$ cat src/rtl/selfref_pkg.sv
package selfref_pkg;

   localparam int CMD_W = 3;

   // {ras_n, cas_n, we_n}
   localparam logic [CMD_W-1:0] CMD_NOP     = 3'b111;
   localparam logic [CMD_W-1:0] CMD_READ    = 3'b101;
   localparam logic [CMD_W-1:0] CMD_REFRESH = 3'b001;

   typedef enum logic [6:0] {
      ST_IDLE     = 7'b000_0001,
      ST_READY    = 7'b000_0010,
      ST_ENTER    = 7'b000_0100,
      ST_IN_SR    = 7'b000_1000,
      ST_WAIT_CLK = 7'b001_0000,
      ST_EXIT_NOP = 7'b010_0000,
      ST_DLL_WAIT = 7'b100_0000
   } sr_state_t;

endpackage

$ cat src/rtl/selfref_timer.sv
module selfref_timer #(
   parameter int CNT_W = 8
) (
   input  logic             clk,
   input  logic             rst_n,
   input  logic             load,
   input  logic [CNT_W-1:0] load_val,
   output logic             zero
);

   logic [CNT_W-1:0] cnt;

   always_ff @(posedge clk or negedge rst_n) begin
      if (!rst_n)
         cnt <= '0;
      else if (load)
         cnt <= load_val;
      else if (cnt != '0)
         cnt <= cnt - CNT_W'(1);
   end

   assign zero = (cnt == '0);

endmodule

$ cat src/rtl/selfref_fsm.sv
module selfref_fsm
   import selfref_pkg::*;
#(
   parameter int TXSNR   = 10,
   parameter int DLL_CYC = 200,
   parameter int CNT_W   = 8
) (
   input  logic             clk,
   input  logic             rst_n,
   input  logic             sleep_req,
   input  logic             wake_req,
   input  logic             clk_stable,
   input  logic             tmr_zero,
   output logic             tmr_load,
   output logic [CNT_W-1:0] tmr_val,
   output sr_state_t        state
);

   localparam bit SKIP_DLL = (TXSNR >= DLL_CYC);
   localparam int DLL_REM  = SKIP_DLL ? 0 : (DLL_CYC - TXSNR - 1);
   localparam logic [CNT_W-1:0] XS_LOAD  = CNT_W'(TXSNR - 1);
   localparam logic [CNT_W-1:0] DLL_LOAD = CNT_W'(DLL_REM);

   sr_state_t nxt;
   sr_state_t after_exit;
   logic      exit_load;

   generate
      if (SKIP_DLL) begin : g_no_dll
         assign after_exit = ST_READY;
         assign exit_load  = 1'b0;
      end else begin : g_dll
         assign after_exit = ST_DLL_WAIT;
         assign exit_load  = 1'b1;
      end
   endgenerate

   always_comb begin
      nxt      = state;
      tmr_load = 1'b0;
      tmr_val  = '0;
      case (state)
         ST_IDLE:     nxt = ST_READY;
         ST_READY:    if (sleep_req) nxt = ST_ENTER;
         ST_ENTER:    nxt = ST_IN_SR;
         ST_IN_SR:    if (wake_req) nxt = ST_WAIT_CLK;
         ST_WAIT_CLK: if (clk_stable) begin
            nxt      = ST_EXIT_NOP;
            tmr_load = 1'b1;
            tmr_val  = XS_LOAD;
         end
         ST_EXIT_NOP: if (tmr_zero) begin
            nxt      = after_exit;
            tmr_load = exit_load;
            tmr_val  = DLL_LOAD;
         end
         ST_DLL_WAIT: if (tmr_zero) nxt = ST_READY;
         default:     nxt = ST_IDLE;
      endcase
   end

   always_ff @(posedge clk or negedge rst_n) begin
      if (!rst_n) state <= ST_IDLE;
      else        state <= nxt;
   end

   // a parked memory stays parked without a wake request
   assert_park_holds_R5: assert property (@(posedge clk) disable iff (!rst_n)
      (state == ST_IN_SR && !wake_req) |=> (state == ST_IN_SR));

   // ready state is left only on a sleep request
   assert_ready_holds_R5: assert property (@(posedge clk) disable iff (!rst_n)
      (state == ST_READY && !sleep_req) |=> (state == ST_READY));

   // exit waits in place while the clock is unstable
   assert_wait_clk_R6: assert property (@(posedge clk) disable iff (!rst_n)
      (state == ST_WAIT_CLK && !clk_stable) |=> (state == ST_WAIT_CLK));

endmodule

$ cat src/rtl/selfref_cmd_gate.sv
module selfref_cmd_gate
   import selfref_pkg::*;
(
   input  sr_state_t        state,
   input  logic [CMD_W-1:0] cmd_in,
   output logic             cke,
   output logic [CMD_W-1:0] cmd_out,
   output logic             ready,
   output logic             rd_allow
);

   always_comb begin
      cke      = 1'b1;
      cmd_out  = CMD_NOP;
      ready    = 1'b0;
      rd_allow = 1'b0;
      case (state)
         ST_READY: begin
            cmd_out  = cmd_in;
            ready    = 1'b1;
            rd_allow = 1'b1;
         end
         ST_ENTER: begin
            cke     = 1'b0;
            cmd_out = CMD_REFRESH;
         end
         ST_IN_SR, ST_WAIT_CLK: cke = 1'b0;
         ST_DLL_WAIT: begin
            ready   = 1'b1;
            cmd_out = (cmd_in == CMD_READ) ? CMD_NOP : cmd_in;
         end
         default: ;
      endcase
   end

endmodule

$ cat src/rtl/selfref_seq.sv
module selfref_seq
   import selfref_pkg::*;
#(
   parameter int TXSNR   = 10,
   parameter int DLL_CYC = 200
) (
   input  logic       clk,
   input  logic       rst_n,
   input  logic       sleep_req,
   input  logic       wake_req,
   input  logic       clk_stable,
   input  logic [2:0] cmd_in,
   output logic       cke,
   output logic [2:0] cmd_out,
   output logic       ready,
   output logic       rd_allow
);

   localparam int CNT_MAX = (TXSNR > DLL_CYC) ? TXSNR : DLL_CYC;
   localparam int CNT_W   = $clog2(CNT_MAX + 1);

   generate
      if (TXSNR < 1) begin : g_bad_txsnr
         $error("selfref_seq: TXSNR must be at least 1");
      end
      if (DLL_CYC < 1) begin : g_bad_dll
         $error("selfref_seq: DLL_CYC must be at least 1");
      end
   endgenerate

   sr_state_t        state;
   logic             tmr_load;
   logic [CNT_W-1:0] tmr_val;
   logic             tmr_zero;

   selfref_fsm #(
      .TXSNR   (TXSNR),
      .DLL_CYC (DLL_CYC),
      .CNT_W   (CNT_W)
   ) u_fsm (
      .clk        (clk),
      .rst_n      (rst_n),
      .sleep_req  (sleep_req),
      .wake_req   (wake_req),
      .clk_stable (clk_stable),
      .tmr_zero   (tmr_zero),
      .tmr_load   (tmr_load),
      .tmr_val    (tmr_val),
      .state      (state)
   );

   selfref_timer #(
      .CNT_W (CNT_W)
   ) u_timer (
      .clk      (clk),
      .rst_n    (rst_n),
      .load     (tmr_load),
      .load_val (tmr_val),
      .zero     (tmr_zero)
   );

   selfref_cmd_gate u_gate (
      .state    (state),
      .cmd_in   (cmd_in),
      .cke      (cke),
      .cmd_out  (cmd_out),
      .ready    (ready),
      .rd_allow (rd_allow)
   );

   // accepted sleep gives the refresh code with cke low
   assert_enter_refresh_R3: assert property (@(posedge clk) disable iff (!rst_n)
      (state == ST_READY && sleep_req) |=> (!cke && cmd_out == CMD_REFRESH));

   // with cke low only NOP or the entry refresh code appear
   assert_cke_low_quiet_R4: assert property (@(posedge clk) disable iff (!rst_n)
      !cke |-> (cmd_out == CMD_NOP || cmd_out == CMD_REFRESH));

   // cke rises only after a stable-clock sample
   assert_cke_rise_stable_R6: assert property (@(posedge clk) disable iff (!rst_n)
      $rose(cke) |-> $past(clk_stable));

   // first cycle after cke rises is NOP and not ready
   assert_exit_nop_R7: assert property (@(posedge clk) disable iff (!rst_n)
      $rose(cke) |-> (!ready && cmd_out == CMD_NOP));

   // no read leaves while reads are blocked
   assert_no_early_read_R8: assert property (@(posedge clk) disable iff (!rst_n)
      !rd_allow |-> (cmd_out != CMD_READ));

   // read permission implies general readiness
   assert_rd_needs_ready_R9: assert property (@(posedge clk) disable iff (!rst_n)
      rd_allow |-> ready);

endmodule

$ cat config.mk
export PLATFORM = sky130hd
export DESIGN_NAME = selfref_seq
export DESIGN_NICKNAME = d
export VERILOG_FILES = /design/src/rtl/selfref_pkg.sv /design/src/rtl/selfref_timer.sv /design/src/rtl/selfref_fsm.sv /design/src/rtl/selfref_cmd_gate.sv /design/src/rtl/selfref_seq.sv
export SDC_FILE = /design/constraint.sdc
export NUM_CORES = 1
export LEC_CHECK = 0
export CAP_MARGIN = 40
export CORE_UTILIZATION = 40
export CTS_BUF_LIST = sky130_fd_sc_hd__clkbuf_8
export DETAILED_ROUTE_END_ITERATION = 8
export SLEW_MARGIN = 40
export SYNTH_ARGS = -nofsm -noshare
export SYNTH_HDL_FRONTEND = slang
export SYNTH_SLANG_ARGS = --single-unit
$ cat constraint.sdc
create_clock -name clk -period 2.6 [get_ports clk]
set_clock_uncertainty 0.15 [all_clocks]
set_input_delay 0.39 -clock clk [delete_from_list [all_inputs] [get_ports clk]]
set_output_delay 0.39 -clock clk [all_outputs]
set_load 0.01 [all_outputs]
==> run_results.csv, run 1 <==
group,metric,value,unit
yosys,avgSynthCellArea,8.37,µm²
layout,area_delta_synth_final,21.7,%
worst_setup_path,cp_max_fo,7,
timing,fmax,401,MHz
global_route,antenna_found_initial,0,
cts,clk_pin_slew,60,ps
yosys,synth_common_cells,"14 x dfrtp_1, 12 x nand2_1, 11 x nor2_1, 11 x nor3_1, 10 x o21ai_0",
timing,whs,399,ps
pwr,combPwrFrac,45.0,%
floorplan,core_area,2300,µm²
yosys,synth_edf_count,0,
pwr,p_sw_share,39.6,%
pwr,power.density,908,nW/µm²
status,outcome,"finished, final reports clean",
floorplan,die_area,2720,µm²
flow_run,drv_cap,0,
cts,cts.sinks,15,
timing,final-setup-viol-count,0,
worst_setup_path,start_kind,"flop",
timing,post-route-period-util,96.0,%
route,post-route-drc-count,0,
layout,multi_input_area,579,µm²
worst_setup_path,cp.required,2060,ps
floorplan,initial_core_util,43.7,%
global_route,track_usage,19.0,%
worst_setup_path,critPathTopFamily,"simple AND/OR/NAND/NOR gates",
layout,layout-drive-gt1-share,10.4,%
timing,max_slew.worst_pin.slew,657,ps
yosys,yosys_warnings,0,
worst_setup_path,crit_chain,"nor3_1 -> nand2b_1 -> nor4b_1 -> a21oi_1 -> clkdlybuf4s50_1",
route,dr.pass1.iters,4,
global_route,grt_max_degree,16,
cts,ctsHoldBuffers,0,
floorplan,fp.dieH,52.1,µm
global_route,grt_pass1_vias,878,
cts,clockBufferDepth,2,
global_route,grt_pass1_wl,3.80,mm
worst_setup_path,end_kind,"output pin",
layout,final_nets,145,
worst_setup_path,critPathSlowestCell,"clkdlybuf4s50_1",
yosys,synth.area.top_cells,"dfrtp_1 35%, nor3_1 5.5%, o21ai_0 5.0%",
cts,h-tree-depth,1,
worst_setup_path,setup.worst_path.class,"reg2out",
global_route,grt_overflow,0,
pwr,p_seq_share,38.6,%
floorplan,die-width,52.1,µm
worst_setup_path,path_buf_inv,1,
route,wl,2.17,mm
worst_setup_path,max_stage_delay,480,ps
pwr,peakVddDrop,0.550,mV
route,via_per_inst,5.44,
yosys,synthArstFlopShare,100,%
place,place_hpwl,1.64,mm
place,gp_congestion,0.757,
timing,rsz0062_at_grt,"false",
cts,insertion_delay,240,ps
yosys,ys_ff_latch,15,
timing,fin_setup_tns,0,ps
min_path,min_path_type,"in2async",
yosys,synth_top_area_share,34.9,%
route,vias,881,
timing,report.final.slew_viol_count,0,
yosys,synth_nets,130,
pwr,clockPowerShare,16.4,%
route,wl_per_cell,13.4,µm
yosys,yosysSeqAreaShare,37.5,%
route,drt_iter0_drc,26,
layout,num_antenna_cells,0,
worst_setup_path,worstPathArrival,1960,ps
layout,regArea,377,µm²
yosys,synth.distinct_cells,35,
yosys,netlist_area,1000,µm²
timing,hold_viol,0,
yosys,syn_inst,120,
yosys,yosysTopAreaCell,"dfrtp_1",
timing,slew_headroom,56.1,%
floorplan,ios,14,
cts,clockRootBuffer,"clkbuf_8",
yosys,yosysMostFrequentCell,"dfrtp_1",
pwr,p_sw,0.439,mW
place,io_buffers,13,
pwr,p_leak,0.490,nW
route,postRouteAntennaNets,0,
layout,fillers,210,
timing,post-route-min-period,2500,ps
floorplan,num_rows,17,
cts,cts_setup_buffers,0,
pwr,intPower,0.671,mW
yosys,synth_flop_cell,"dfrtp_1",
cts,cts_buffers,3,
cts,cts_tree,"yes",
==> stage by stage <==
stage	setup slack [ps]	std cells	utilization (%)	instance area, µm²	power [mW]
detailed placement	151	158	50.3	1160	0.904
floorplan	621	120	-	1000	0.746
CTS	79.7	162	52.6	1210	1.10
global placement	233	158	50.3	1160	0.895
global route	1.22	162	53.2	1220	1.20
finish	103	162	53.2	1220	1.11
==> power by group through the flow <==
stage               sequential (mW)  clock [mW]  combinational [mW]
floorplan                     0.381           0               0.365
global placement              0.425           0               0.470
detailed placement            0.424           0               0.480
CTS                           0.422       0.189               0.487
global route                  0.446       0.200               0.556
finish                        0.429       0.182               0.499
==> per-layer routing <==
| metal | wire length (µm) | track usage (%) | vias to the layer above | part of all wire [%] |
|---|---|---|---|---|
| met2 | 912 | 27.1 | 10 | 42 |
| met5 | 0 | 0 | - | 0 |
| li1 | - | - | 455 | - |
| met4 | 9 | 3.15 | 0 | 0.41 |
| met1 | 1180 | 27.9 | 414 | 55 |
| met3 | 62 | 6.14 | 2 | 2.9 |
==> cell families (layout without fill, tap and decap cells) <==
kind of cell	Yosys count	after routing	share of synthesized area, %
compound gates	23	23	14.2
xor+xnor	7	7	6.10
fa+ha+maj	2	2	2.49
buf+inv	13	27	6.97
flops	15	15	37.5
mux	3	3	2.99
simple gates	57	57	29.8
==> state kept, by name, summed over array words and instances (netlist names) <==
signal       cells
u_timer.cnt      8
u_fsm.state      7
==> final timing paths <==
path,depth (start not counted),end,from,slack (ps)
max in group asynchronous,1,u_fsm.state[4],rst_n,1480
hold / removal,1,u_fsm.state[1],rst_n,400
setup reg to reg,4,u_timer.cnt[7],u_fsm.state[5],740
min in group clk,3,u_fsm.state[0],u_fsm.state[3],400
hold reg to reg,3,u_fsm.state[0],u_fsm.state[3],400
setup / recovery,5,cmd_out[2],u_fsm.state[1],100
==> layout by cell type, fill, tap and decap left out, drive strengths merged <==
cell and n:
a211oi 2, a21oi 4, a31oi 1, and2 2
and3 1, buf 5, clkbuf 3, clkdlybuf4s50 13
dfrtp 14, dfstp 1, ha 2, inv 6
mux2i 3, nand2 12, nand2b 4, nand3 5
nand3b 3, nand4 1, nor2 11, nor3 11
nor3b 2, nor4 4, nor4b 1, o211ai 3
o21ai 10, o22ai 1, o32ai 1, o41ai 1
xnor2 3, xor2 4
==> layout make-up <==
type                            count  share of cell area (%)
Multi-Input combinational cell     92                    47.4
Sequential cell                    15                    30.8
Timing Repair Buffer               18                    13.7
Clock buffer                        3                    3.38
Tap cell                           28                    2.87
Inverter                            5                    1.54
Clock inverter                      1                   0.307
==> repair_timing <==
action	CTS	global route
pin swaps	0	0
hold endpoints to repair	0	0
setup endpoints to repair	2	2
gates resized for setup	1	2
Power figures use the tool's default switching activity.
==> run 2, diff against run 1 <==
- ABC_AREA: unset -> 1
- SKIP_CTS_REPAIR_TIMING: unset -> 1
==> run 2 against run 1 <==
Clock-buffer cell count unchanged. Hold slack worse by 3.3 ps. Via count grew 0.57%. Setup slack gained 89 ps. Global-route usage is 1.4 points lower. Non-clock buffer count is 5 lower. Die area down 4.0%. Highest routed layer unchanged. Cell area is 3.0% lower. Total power is 4.3% higher. Synthesized area shrank 4.1%.
==> run_results.csv, run 2 <==
group,metric,value,unit
status,outcome,"finished, final reports clean",
timing,fin_setup_tns,0,ps
timing,report.final.slew_viol_count,0,
pwr,p_sw_share,41.4,%
cts,insertion_delay,240,ps
pwr,intPower,0.677,mW
layout,utilization,53.1,%
global_route,grt_max_degree,16,
place,place_hpwl,1.65,mm
pwr,p_sw,0.479,mW
cts,clockRootBuffer,"clkbuf_8",
yosys,synth_edf_count,0,
cts,cts.sinks,15,
cts,h-tree-depth,1,
layout,largest-register,"u_timer.cnt",
yosys,yosysSeqAreaShare,39.1,%
floorplan,ios,14,
pwr,peakVddDrop,0.672,mV
layout,top_regs,"u_timer.cnt x8, u_fsm.state x7",
floorplan,initial_core_util,43.1,%
timing,max_slew.worst_pin.slew,661,ps
route,dr.pass1.iters,5,
global_route,grt_overflow,0,
timing,post-route-period-util,92.6,%
route,wl_per_cell,10.9,µm
global_route,antenna_found_initial,0,
timing,post-route-min-period,2410,ps
route,vias,886,
layout,num_antenna_cells,0,
yosys,synth_compound_area_share,11.0,%
yosys,synth-xor-area-share,1.82,%
floorplan,core_area,2230,µm²
worst_setup_path,end_kind,"output pin",
yosys,synth_flop_cell,"dfrtp_1",
yosys,synth_common_cells,"33 x nand2_1, 26 x inv_1, 23 x nor2_1",
cts,clockBufferDepth,2,
route,via_per_inst,4.79,
worst_setup_path,start_kind,"flop",
layout,final_nets,168,
yosys,synthArstFlopShare,100,%
flow_run,drv_cap,0,
pwr,clockPowerShare,15.8,%
layout,final_common_cell,"nand2_1",
timing,rsz0062_at_grt,"false",
timing,hold_viol,0,
layout,area_delta_synth_final,23.1,%
global_route,track_usage,17.6,%
worst_setup_path,setup.worst_path.class,"reg2out",
yosys,synthAdderAreaFrac,2.60,%
cts,cts_buffers,3,
yosys,muxShareOfSynthArea,0,%
layout,layout-drive-gt1-share,9.55,%
place,dpl_cell_area,1130,µm²
yosys,yosys_warnings,0,
route,post-route-drc-count,0,
place,gp_congestion,0.813,
layout,largest_register_ffs,8,
timing,slew_headroom,55.8,%
yosys,netlist_area,963,µm²
yosys,syn_inst,140,
yosys,synth.area.top_cells,"dfrtp_1 36%, nand2_1 13%, inv_1 10%",
layout,final_cell_mix,"33 x nand2_1, 27 x inv_1, 21 x nor2_1",
floorplan,die-width,51.1,µm
timing,fmax,415,MHz
yosys,synth_top_area_share,36.4,%
place,io_buffers,13,
yosys,avgSynthCellArea,6.88,µm²
yosys,synth.distinct_cells,21,
pwr,combPwrFrac,48.7,%
cts,cts_tree,"yes",
timing,whs,396,ps
cts,clk_pin_slew,60,ps
route,wl,2.02,mm
worst_setup_path,cp.required,2060,ps
global_route,grt_pass1_wl,3.42,mm
route,drt_iter0_drc,19,
layout,fillers,217,
route,postRouteAntennaNets,0,
worst_setup_path,cp_max_fo,6,
yosys,yosysMostFrequentCell,"nand2_1",
worst_setup_path,worstPathArrival,1870,ps
global_route,grt_pass1_vias,829,
pwr,fin_total_pwr,1.16,mW
yosys,synth_top_family_by_area,"simple AND/OR/NAND/NOR gates",
pwr,p_leak,0.628,nW
yosys,synth_nets,150,
pwr,p_seq_share,35.5,%
layout,final_area,1190,µm²
pwr,power.density,975,nW/µm²
yosys,synth-simple-area-share,34.9,%
yosys,yosysTopAreaCell,"dfrtp_1",
yosys,ys_ff_latch,15,
timing,final-setup-viol-count,0,
floorplan,num_rows,17,
min_path,min_path_type,"in2async",
floorplan,fp.dieH,51.1,µm
floorplan,die_area,2610,µm²
run 2: area by class of cell:
cell class	instances	area (µm²)	share of cell area, %
Multi-Input combinational cell	98	490	41.4
Sequential cell	15	377	31.8
Timing Repair Buffer	13	138	11.6
Inverter	27	101	8.54
Clock buffer	3	41.3	3.48
Tap cell	28	35.0	2.95
Clock inverter	1	3.75	0.316
run 2: final timing paths:
check,slack [ps],endpoint,startpoint,depth (start not counted)
max,190,cke,u_fsm.state[5],7
min,400,u_timer.cnt[4],rst_n,1
max reg2reg,940,u_fsm.state[2],u_timer.cnt[0],10
min reg2reg,400,u_timer.cnt[1],u_timer.cnt[1],2
max in group asynchronous,1480,u_timer.cnt[0],rst_n,1
min in group clk,400,u_timer.cnt[1],u_timer.cnt[1],2
run 2: kinds of logic after synthesis:
group,count (synthesis)
buf+inv,27
simple gates,75
flops,15
xor+xnor,2
fa+ha+maj,2
compound gates,19
run 2: critical path, stage by stage, from the launching register on:
cell and delay (ps):
dfrtp_1 370, inv_1 90, nand2_1 90, nor2_4 180, nand4_1 210, nand3_1 170, inv_1 50, clkdlybuf4s50_1 470
run 2: metrics by stage:
| stage | instances | worst slack (ps) |
|---|---|---|
| 2_1_floorplan | 140 | 850 |
| 3_5_place_dp | 181 | 273 |
| 5_1_grt | 185 | 43.3 |
| 6_report | 185 | 192 |
| 4_1_cts | 185 | 8.10 |
| 3_3_place_gp | 181 | 291 |
run 2: metal layers:
metal / global-route usage (%) / share of wire (%)
met4: 6.94 / 0.64
met3: 2.98 / 2.6
met5: 0 / 0
met1: 22.9 / 49
met2: 28.7 / 48
run 2: power by group through the flow:
stage	Combinational, mW	Sequential, mW	Clock (mW)
after detailed placement	0.569	0.414	0
after global routing	0.653	0.422	0.199
final	0.563	0.411	0.183
after global placement	0.557	0.411	0
after floorplan	0.410	0.391	0
after CTS	0.573	0.409	0.187
